--- src/rtl/evt_counter_pkg.sv ---
package evt_counter_pkg;
  localparam int CTRL_W = 4;

  typedef struct packed {
    logic poll;
    logic rise;
    logic hold;
    logic snap;
  } evt_ctrl_t;
endpackage

--- src/rtl/evt_ctrl_reg.sv ---
module evt_ctrl_reg
  import evt_counter_pkg::*;
(
  input  logic              clk,
  input  logic              rst_n,
  input  logic              we_i,
  input  logic [CTRL_W-1:0] wdata_i,
  output evt_ctrl_t         ctrl_o,
  output logic              snap_req_o,
  output logic              cfg_clr_o
);
  evt_ctrl_t ctrl_q, ctrl_d, wr_word;
  logic      clr_q, clr_d;

  assign wr_word = evt_ctrl_t'(wdata_i);

  always_comb begin
    ctrl_d      = ctrl_q;
    ctrl_d.snap = 1'b0;
    if (we_i) begin
      ctrl_d = wr_word;
      if (wr_word.poll) begin
        ctrl_d.rise = 1'b1;
      end
    end
    clr_d = we_i & wr_word.poll;
  end

  always_ff @(posedge clk or negedge rst_n) begin
    if (!rst_n) begin
      ctrl_q <= '0;
      clr_q  <= 1'b0;
    end else begin
      ctrl_q <= ctrl_d;
      clr_q  <= clr_d;
    end
  end

  assign ctrl_o     = ctrl_q;
  assign snap_req_o = we_i & wr_word.snap;
  assign cfg_clr_o  = clr_q;

  p_poll_forces_rise_r7: assert property (@(posedge clk) disable iff (!rst_n)
    ctrl_q.poll |-> ctrl_q.rise);
  p_snap_self_clear_r5: assert property (@(posedge clk) disable iff (!rst_n)
    (ctrl_q.snap && !we_i) |=> !ctrl_q.snap);
  p_clr_one_cycle_r7: assert property (@(posedge clk) disable iff (!rst_n)
    (clr_q && !we_i) |=> !clr_q);
endmodule

--- src/rtl/evt_sync_edge.sv ---
module evt_sync_edge #(
  parameter int STAGES = 2
) (
  input  logic clk,
  input  logic rst_n,
  input  logic pin_i,
  input  logic rise_sel_i,
  output logic evt_o
);
  logic [STAGES-1:0] sync_q, sync_d;
  logic              last_q;
  logic              lvl;

  assign lvl = sync_q[STAGES-1];

  always_comb begin
    sync_d = {sync_q[STAGES-2:0], pin_i};
  end

  always_ff @(posedge clk or negedge rst_n) begin
    if (!rst_n) begin
      sync_q <= '0;
      last_q <= 1'b0;
    end else begin
      sync_q <= sync_d;
      last_q <= lvl;
    end
  end

  assign evt_o = rise_sel_i ? (lvl & ~last_q) : (~lvl & last_q);

  p_evt_needs_change_r2: assert property (@(posedge clk) disable iff (!rst_n)
    evt_o |=> (last_q != $past(last_q)));
endmodule

--- src/rtl/evt_poll_sched.sv ---
module evt_poll_sched #(
  parameter int PERIOD_TICKS = 4096,
  parameter int WIN_TICKS    = 1
) (
  input  logic clk,
  input  logic rst_n,
  input  logic tick_i,
  input  logic osc_en_i,
  output logic win_o
);
  localparam int PH_W = (PERIOD_TICKS > 1) ? $clog2(PERIOD_TICKS) : 1;
  localparam logic [PH_W-1:0] PH_LAST = PH_W'(PERIOD_TICKS - 1);
  localparam logic [PH_W:0]   WIN_LIM = (PH_W + 1)'(WIN_TICKS);

  logic [PH_W-1:0] phase_q, phase_d;
  logic            adv;

  assign adv = tick_i & osc_en_i;

  always_comb begin
    phase_d = phase_q;
    if (adv) begin
      phase_d = (phase_q == PH_LAST) ? '0 : phase_q + 1'b1;
    end
  end

  always_ff @(posedge clk or negedge rst_n) begin
    if (!rst_n) begin
      phase_q <= '0;
    end else begin
      phase_q <= phase_d;
    end
  end

  assign win_o = osc_en_i & ({1'b0, phase_q} < WIN_LIM);

  p_phase_range_r8: assert property (@(posedge clk) disable iff (!rst_n)
    phase_q <= PH_LAST);
  p_phase_frozen_r9: assert property (@(posedge clk) disable iff (!rst_n)
    !osc_en_i |=> $stable(phase_q));
endmodule

--- src/rtl/evt_counter.sv ---
module evt_counter
  import evt_counter_pkg::*;
#(
  parameter int CNT_W        = 16,
  parameter int SYNC_STAGES  = 2,
  parameter int PERIOD_TICKS = 4096,
  parameter int WIN_TICKS    = 1
) (
  input  logic              clk,
  input  logic              rst_n,
  input  logic              tick_i,
  input  logic              osc_en_i,
  input  logic              cnt_pin_i,
  input  logic              ctrl_we_i,
  input  logic [CTRL_W-1:0] ctrl_wdata_i,
  input  logic              val_we_i,
  input  logic [CNT_W-1:0]  val_wdata_i,
  output logic [CTRL_W-1:0] ctrl_o,
  output logic [CNT_W-1:0]  count_o,
  output logic [CNT_W-1:0]  snap_o,
  output logic              cfg_clr_o
);
  logic             rst_meta_q, rst_sync_n;
  evt_ctrl_t        ctrl;
  logic             snap_req, evt, win, accept;
  logic [CNT_W-1:0] cnt_q, cnt_d, snap_q, snap_d;

  always_ff @(posedge clk or negedge rst_n) begin
    if (!rst_n) begin
      rst_meta_q <= 1'b0;
      rst_sync_n <= 1'b0;
    end else begin
      rst_meta_q <= 1'b1;
      rst_sync_n <= rst_meta_q;
    end
  end

  evt_ctrl_reg u_ctrl (
    .clk        (clk),
    .rst_n      (rst_sync_n),
    .we_i       (ctrl_we_i),
    .wdata_i    (ctrl_wdata_i),
    .ctrl_o     (ctrl),
    .snap_req_o (snap_req),
    .cfg_clr_o  (cfg_clr_o)
  );

  evt_sync_edge #(.STAGES(SYNC_STAGES)) u_edge (
    .clk        (clk),
    .rst_n      (rst_sync_n),
    .pin_i      (cnt_pin_i),
    .rise_sel_i (ctrl.rise),
    .evt_o      (evt)
  );

  evt_poll_sched #(.PERIOD_TICKS(PERIOD_TICKS), .WIN_TICKS(WIN_TICKS)) u_sched (
    .clk      (clk),
    .rst_n    (rst_sync_n),
    .tick_i   (tick_i),
    .osc_en_i (osc_en_i),
    .win_o    (win)
  );

  assign accept = evt & ~ctrl.hold & (~ctrl.poll | win);

  always_comb begin
    cnt_d  = cnt_q;
    snap_d = snap_q;
    if (ctrl.hold) begin
      if (val_we_i) begin
        cnt_d = val_wdata_i;
      end
    end else if (accept) begin
      cnt_d = cnt_q + 1'b1;
    end
    if (snap_req) begin
      snap_d = cnt_q;
    end
  end

  always_ff @(posedge clk or negedge rst_sync_n) begin
    if (!rst_sync_n) begin
      cnt_q  <= '0;
      snap_q <= '0;
    end else begin
      cnt_q  <= cnt_d;
      snap_q <= snap_d;
    end
  end

  assign ctrl_o  = CTRL_W'(ctrl);
  assign count_o = cnt_q;
  assign snap_o  = snap_q;

  p_step_one_r4: assert property (@(posedge clk) disable iff (!rst_sync_n)
    !ctrl.hold |=> (cnt_q == $past(cnt_q)) || (cnt_q == $past(cnt_q) + CNT_W'(1)));
  p_hold_freeze_r6: assert property (@(posedge clk) disable iff (!rst_sync_n)
    (ctrl.hold && !val_we_i) |=> $stable(cnt_q));
  p_osc_off_idle_r9: assert property (@(posedge clk) disable iff (!rst_sync_n)
    (ctrl.poll && !osc_en_i && !ctrl.hold) |=> $stable(cnt_q));
  p_snap_capture_r5: assert property (@(posedge clk) disable iff (!rst_sync_n)
    snap_req |=> (snap_q == $past(cnt_q)));
endmodule

--- config.mk ---
export PLATFORM = sky130hd
export DESIGN_NAME = evt_counter
export DESIGN_NICKNAME = d
export VERILOG_FILES = /design/src/rtl/evt_counter_pkg.sv /design/src/rtl/evt_ctrl_reg.sv /design/src/rtl/evt_sync_edge.sv /design/src/rtl/evt_poll_sched.sv /design/src/rtl/evt_counter.sv
export SDC_FILE = /design/constraint.sdc
export NUM_CORES = 1
export LEC_CHECK = 0
export ABC_AREA = 1
export ABC_CLOCK_PERIOD_IN_PS = 2300
export BUFFER_PORTS_ARGS = -buffer_cell sky130_fd_sc_hd__clkbuf_2
export CAP_MARGIN = 10
export CORE_MARGIN = 5
export CORE_UTILIZATION = 50
export DETAILED_ROUTE_END_ITERATION = 8
export GPL_ROUTABILITY_DRIVEN = 0
export GPL_TIMING_DRIVEN = 0
export MAX_ROUTING_LAYER = met4
export PLACE_DENSITY_LB_ADDON = 0.2
export REMOVE_ABC_BUFFERS = 1
export SYNTH_ARGS = -nofsm -noshare
export SYNTH_HDL_FRONTEND = slang
export SYNTH_SLANG_ARGS = --single-unit
--- constraint.sdc ---
create_clock -name clk -period 2.3 [get_ports clk]
set_clock_uncertainty 0.05 [all_clocks]
set_input_delay 0.23 -clock clk [delete_from_list [all_inputs] [get_ports clk]]
set_output_delay 0.23 -clock clk [all_outputs]
set_load 0.01 [all_outputs]
==> out/results.ini <==
[critical_path]
cp-start-kind = register
crit_fanout = 24
worstPathRequired_ns = 2.45
arrival_ns = 2.06
ff2ff_setup_slack_ns = 0.40
endpoint_kind = register
r2r_cells = 7
critPathKind = register to register

[route]
routed_wl_um = 6210
drcViolationCount = 0
wl_per_cell_um = 12.5
ant_nets = 0
drtPass1Iterations = 4
drt_iter0_markers = 106
dr_total_vias = 2493
viasPerCell = 5.03

[die]
die_h_um = 85.4
core_area_um2 = 5510
initial_core_util_pct = 51.6
ios = 64
num_rows = 27
dieArea_um2 = 7290
die_w_um = 85.4

[final_layout]
post-route-util_pct = 60.0
fill_cells = 516
fin_nets = 453
n_antenna_cell = 0
synthToLayoutAreaGrowth_pct = 16.2
fin_area_um2 = 3300
stdcell_count = 496
drive_gt1_share_pct = 23.8

[sta]
slew_viol_final = 0
fin_ws_ns = 0.395
setup_viol = 0
final.period_utilization_pct = 82.8
setup_tns_ns = 0
hold_viol_final = 0
tightest_slew_ns = 0.933
max_clock_freq_mhz = 525
relSlewSlack_pct = 37.7
rsz0062_at_grt = false
fin_crit_ns = 1.90
hold_ws_ns = 0.0882

[grt]
grt_pass1_wl_um = 11100
grt-ovfl-total = 0
grt_max_degree = 34
grtUsageTotal_pct = 19.4
antenna_found_initial = 0
grt_pass1_vias = 2445

[clock_network]
post_cts_resized = 0
cts_tree = done
cts-root-buf = clkbuf_8
cts_inserted_buffers = 5
clk_path_buf_depth = 2
h-tree-depth = 2
cts_setup_buffers = 0
clkSinkCount = 54
hold_buffers = 2
insertion_delay_ns = 0.31
clkTransAtPathRegs_ns = 0.10

[synthesis]
yosys-top-cells-count = 105 x nand2_1, 54 x dfrtp_1, 41 x inv_1
ys_types = 30
synth_cells = 359
yosysMostFrequentCell = nand2_1
synth-async-reset-ratio_pct = 100
yosys.area.top_type = dfrtp_1
synth_top_flop_cell = dfrtp_1
synth_top_area_share_pct = 47.6
ys_ff_latch = 54
synth_area_um2 = 2840
synth_edf_count = 0
ys_warn_count = 0
syn_area_per_cell_um2 = 7.91
synth-seq-area-share_pct = 47.6
synth.area.top_cells = dfrtp_1 48%, nand2_1 14%, o21ai_0 5.5%

[outcome]
outcome = finished, final reports clean

[placed_design]
numPortBuffers = 63
dp_hpwl_um = 4620
dp.cells = 486
pre_cts_slack_ns = 0.432
place_area_um2 = 3190

[power_and_ir_drop]
p_total_mw = 2.91
p_leak_nw = 1.75
ir_drop_mv = 0.442
powerDensity_nw_per_um2 = 881

[min_path]
hold_depth = 3
hold_class = primary input to register

[run]
cap_violations = 0

==> power by group <==
group	switching (mW)	leakage [nW]	internal, mW
Combinational	0.556	1.03	0.372
Clock	0.334	0.0447	0.221
Sequential	0.252	0.677	1.18
Total	1.14	1.75	1.77
==> logic make-up after synthesis <==
kind of cell             Yosys count  synth area share, %
other                              1                0.132
flip-flops                        54                 47.6
buffers and inverters             51                 8.41
AND/OR/NAND/NOR                  193                 30.2
adder cells (fa/ha/maj)            3                 1.32
AO/OA/AOI/OAI                     49                 9.91
XOR/XNOR                           8                 2.47
==> cells in the final DEF, fill, tap and decap left out, types with 5 or more instances in the layout <==
master	instances
nand2_1	105
inv_1	41
nand3_1	30
xor2_1	5
nand2_2	7
o21ai_2	9
o21ai_0	31
nor2_1	29
dfrtp_1	53
clkbuf_8	5
a21oi_1	5
nand4_1	8
clkbuf_2	63
==> final timing paths <==
kind | from | endpoint
max reg2reg | u_ctrl.ctrl_o[1] | count_o[6]
min | ctrl_wdata_i[3] | u_ctrl.cfg_clr_o
max in group asynchronous | rst_sync_n | count_o[9]
max | u_ctrl.ctrl_o[1] | count_o[6]
min reg2reg | rst_sync_n | snap_o[7]
min in group asynchronous | rst_n | rst_sync_n
==> worst max-delay path, cell delays in order (launching register included) <==
cell and delay, ns:
dfrtp_1 0.82, inv_4 0.21, nand2_1 0.14, nor2_2 0.05
nand2_4 0.16, nand2_8 0.17, nand2_1 0.13, o21ai_2 0.05
==> final cells by class <==
class,instances,area (µm²),area share (%)
multi-input combinational,254,1250,37.9
clock inverter,3,25.0,0.758
timing repair buffer,66,355,10.8
inverter,42,160,4.85
sequential,54,1350,40.9
tap,72,90.1,2.73
clock buffer,5,68.8,2.08
==> layer usage <==
metal / part of all wire [%] / GRT usage [%]
met3: 4.6 / 4.08
met1: 48 / 25.6
met5: 0 / -
met4: 0.90 / 5.47
met2: 46 / 30.1
==> flip-flops by register name, summed over array words and instances, names as in the netlist <==
register	cells
u_sched.phase_q	12
snap_o	16
u_ctrl.ctrl_o	4
rst_meta_q	1
rst_sync_n	1
u_ctrl.cfg_clr_o	1
u_edge.last_q	1
count_o	16
u_edge.sync_q	2
Power figures use the tool's default switching activity.
